### src/rtl/alu4_pkg.sv
package alu4_pkg;

  typedef enum logic [1:0] {
    OP_ADD = 2'b00,
    OP_SUB = 2'b01,
    OP_AND = 2'b10,
    OP_OR  = 2'b11
  } alu_op_e;

  // bit positions inside the operation code
  localparam int unsigned SEL_FLAVOUR = 0;  // sub mode / OR pick
  localparam int unsigned SEL_CLASS   = 1;  // logic vs arithmetic

endpackage

### src/rtl/alu4_addsub.sv
module alu4_addsub #(
  parameter int unsigned WIDTH = 32
) (
  input  logic [WIDTH-1:0] a_i,
  input  logic [WIDTH-1:0] b_i,
  input  logic             sub_i,
  output logic [WIDTH-1:0] sum_o,
  output logic             ovf_o
);

  localparam int unsigned MSB = WIDTH - 1;

  logic [WIDTH:0]   carry;
  logic [WIDTH-1:0] b_eff;

  // subtract control enters both the operand inversion and the carry-in
  assign carry[0] = sub_i;

  genvar gi;
  generate
    for (gi = 0; gi < WIDTH; gi++) begin : g_bit
      assign b_eff[gi]    = b_i[gi] ^ sub_i;
      assign sum_o[gi]    = a_i[gi] ^ b_eff[gi] ^ carry[gi];
      assign carry[gi+1]  = (a_i[gi] & b_eff[gi]) |
                            (a_i[gi] & carry[gi]) |
                            (b_eff[gi] & carry[gi]);
    end
  endgenerate

  // signed overflow: carry into the top bit disagrees with carry out of it
  assign ovf_o = carry[MSB] ^ carry[WIDTH];

endmodule

### src/rtl/alu4_logic.sv
module alu4_logic #(
  parameter int unsigned WIDTH = 32
) (
  input  logic [WIDTH-1:0] a_i,
  input  logic [WIDTH-1:0] b_i,
  input  logic             pick_or_i,
  output logic [WIDTH-1:0] y_o
);

  logic [WIDTH-1:0] and_v;
  logic [WIDTH-1:0] or_v;

  genvar gi;
  generate
    for (gi = 0; gi < WIDTH; gi++) begin : g_bit
      assign and_v[gi] = a_i[gi] & b_i[gi];
      assign or_v[gi]  = a_i[gi] | b_i[gi];
      assign y_o[gi]   = pick_or_i ? or_v[gi] : and_v[gi];
    end
  endgenerate

endmodule

### src/rtl/alu4_resmux.sv
module alu4_resmux #(
  parameter int unsigned WIDTH = 32
) (
  input  logic             logic_sel_i,
  input  logic [WIDTH-1:0] arith_i,
  input  logic             arith_ovf_i,
  input  logic [WIDTH-1:0] logic_i,
  output logic [WIDTH-1:0] y_o,
  output logic             ovf_o
);

  always_comb begin
    if (logic_sel_i) begin
      y_o   = logic_i;
      ovf_o = 1'b0;
    end else begin
      y_o   = arith_i;
      ovf_o = arith_ovf_i;
    end
  end

endmodule

### src/rtl/alu4.sv
module alu4
  import alu4_pkg::*;
#(
  parameter int unsigned WIDTH = 32
) (
  input  logic [WIDTH-1:0] op_a,
  input  logic [WIDTH-1:0] op_b,
  input  logic [1:0]       op_sel,
  output logic [WIDTH-1:0] result,
  output logic             ovf
);

  logic [WIDTH-1:0] arith_y;
  logic             arith_v;
  logic [WIDTH-1:0] logic_y;

  alu4_addsub #(.WIDTH(WIDTH)) u_addsub (
    .a_i   (op_a),
    .b_i   (op_b),
    .sub_i (op_sel[SEL_FLAVOUR]),
    .sum_o (arith_y),
    .ovf_o (arith_v)
  );

  alu4_logic #(.WIDTH(WIDTH)) u_logic (
    .a_i       (op_a),
    .b_i       (op_b),
    .pick_or_i (op_sel[SEL_FLAVOUR]),
    .y_o       (logic_y)
  );

  alu4_resmux #(.WIDTH(WIDTH)) u_resmux (
    .logic_sel_i (op_sel[SEL_CLASS]),
    .arith_i     (arith_y),
    .arith_ovf_i (arith_v),
    .logic_i     (logic_y),
    .y_o         (result),
    .ovf_o       (ovf)
  );

endmodule

### config.mk
export PLATFORM = sky130hd
export DESIGN_NAME = alu4
export DESIGN_NICKNAME = d
export VERILOG_FILES = /design/src/rtl/alu4_pkg.sv /design/src/rtl/alu4_addsub.sv /design/src/rtl/alu4_logic.sv /design/src/rtl/alu4_resmux.sv /design/src/rtl/alu4.sv
export SDC_FILE = /design/constraint.sdc
export NUM_CORES = 1
export LEC_CHECK = 0
export BUFFER_PORTS_ARGS = -buffer_cell sky130_fd_sc_hd__buf_2
export CAP_MARGIN = 10
export CORE_MARGIN = 3
export CORE_UTILIZATION = 48
export DETAILED_ROUTE_END_ITERATION = 10
export PLACE_DENSITY = 0.94
export SLEW_MARGIN = 20
export SYNTH_ARGS = -nofsm -noshare
export SYNTH_HDL_FRONTEND = slang
export SYNTH_SLANG_ARGS = --single-unit
### constraint.sdc
create_clock -name vclk -period 19.6
set_input_delay 0.98 -clock vclk [all_inputs]
set_output_delay 0.98 -clock vclk [all_outputs]
set_load 0.05 [all_outputs]
==> impl_metrics.toml <==
[power]
vdd_drop_max_mv = 0.0248
p_total_uw = 122
p_leak_nw = 1.08
power_density_mw_per_mm2 = 53.4

[worst_setup_path]
worstPathArrival_ns = 14.55
crit_path_end_kind = "output pin"
crit_path_top_delay_cell = "buf_2"
path_common_cell = "fa_1"
critPathKind = "input pin to output pin"
path_delay_family = "adder cells"
cp-start-kind = "input pin"
worstPathRequired_ns = 18.62
path_max_fanout = 39
crit_buf_inv = 4
crit_path_max_incr_delay_ns = 0.59
cp-startpoint = "op_sel[0]"

[die]
die_x_um = 67.3
die_y_um = 67.3
design.core.area_mm2 = 0.00347
num_rows = 21
dieArea_mm2 = 0.00453
initial_core_util = 0.520
ios = 99

[global_route]
antenna_found_initial = 0
grt_use_total = 0.196
overflow = 0
grt_pass1_vias = 1819
grt_max_degree = 66
grt_pass1_wl_mm = 7.22

[yosys]
synth_top_cell_by_area = "fa_1"
ys_types = 22
synthTopCellsByArea = "fa_1, xnor2_1, nor2b_1"
seq_area_frac_synth = 0
avgSynthCellArea_um2 = 7.58
yosysWarnings = 0
synthCells = 238
syn_nets = 335
synthesis.area_mm2 = 0.00180
synth_top_area_frac = 0.333

[cells_and_area]
n_antenna_cell = 0
seq_area_um2 = 0
layout_commonest_cell = "buf_2"
layout-drive-gt1-share = 0.315
seq_cell_count = 0
final_nets = 423
most-common-layout-cells = "buf_2, inv_1, o21ai_0"
clkbuf_count = 0
final_util = 0.657
stdcell_count = 370
area_growth_pct = 26.4

[routing]
wl_mm = 4.51
wl_per_cell_um = 12.2
drt_iter0_markers = 80
first_pass_iters = 4
antenna_left = 0
drc_errors = 0
viasPerCell = 5.22
vias = 1933

[hold_path]
hold_path.startpoint = "op_a[0]"
hp-class = "input pin to output pin"

[timing]
clock.fmax_ghz = 0.0644
worst_pin_slew_ns = 1.03
worst_slack_ns = 4.07
fin_crit_sh = 0.792
finalSetupViolCount = 0
drv_slew = 0
tns_ns = 0
slew_headroom = 0.312
hold_viol_final = 0
grt_setup_unrepaired = "no"
finalCriticalPeriod_ns = 15.53

[placement]
place_ws_ns = 4.09
place_hpwl_mm = 3.80
placedCellCount = 370
port-buffer-count = 99
gp_congestion = 0.711

[clocking]
hold_buffers = 0
cts_resized = 0
post-cts-setup-buffers = 0

[run_status]
status = "completed"

[job]
cap_violations = 0
worst min-delay path, cell delays in order:
cell and delay, ns:
buf_2 0.10, a221oi_1 0.07, buf_2 0.21
cell families after synthesis:
group,synth area share
fa+ha+maj,0.346
xor+xnor,0.155
simple gates,0.175
buf+inv,0.114
mux,0.00625
compound gates,0.203
report_power, final:
part	leakage (nW)	total, mW	internal [mW]	switching [mW]
Clock	0	0	0	0
Combinational	1.08	0.122	0.0405	0.0812
Sequential	0	0	0	0
final cells by class:
cell class / instances / area (µm²)
multi-input cells: 192 / 1600
fillers: 332 / 1190
repair buffers: 100 / 503
inverters: 32 / 120
well taps: 46 / 57.6
layer usage:
layer / vias up / track usage / part of all wire
met5: - / 0 / 0
met4: 0 / 0.0304 / 0.0038
met3: 2 / 0.0250 / 0.088
met2: 98 / 0.391 / 0.52
met1: 889 / 0.221 / 0.39
li1: 944 / - / -
synthesized netlist by cell type:
cell and n:
inv_1 32, a221oi_1 1, or4_1 1, mux2_2 1, clkbuf_1 1, o21ai_1 1
o22ai_1 2, buf_2 8, a31oi_1 28, maj3_2 1, o21ai_0 31, xnor2_1 29
nor2_1 1, buf_4 4, a21oi_1 2, buf_6 1, nand3b_1 1, nand2_1 29
fa_1 30, nor2b_1 30, xor2_1 3, ha_1 1
final timing paths:
kind,end,depth (start not counted)
setup / recovery,ovf,37
hold / removal,result[0],3
stage by stage:
step	area (µm²)	hold WS [ns]
3_3_place_gp	2280	2.33
2_1_floorplan	1800	2.23
5_1_grt	2280	2.36
6_report	2280	2.34
3_5_place_dp	2280	2.34
4_1_cts	2280	2.34
Note: power is estimated with default switching activity, not from simulation.
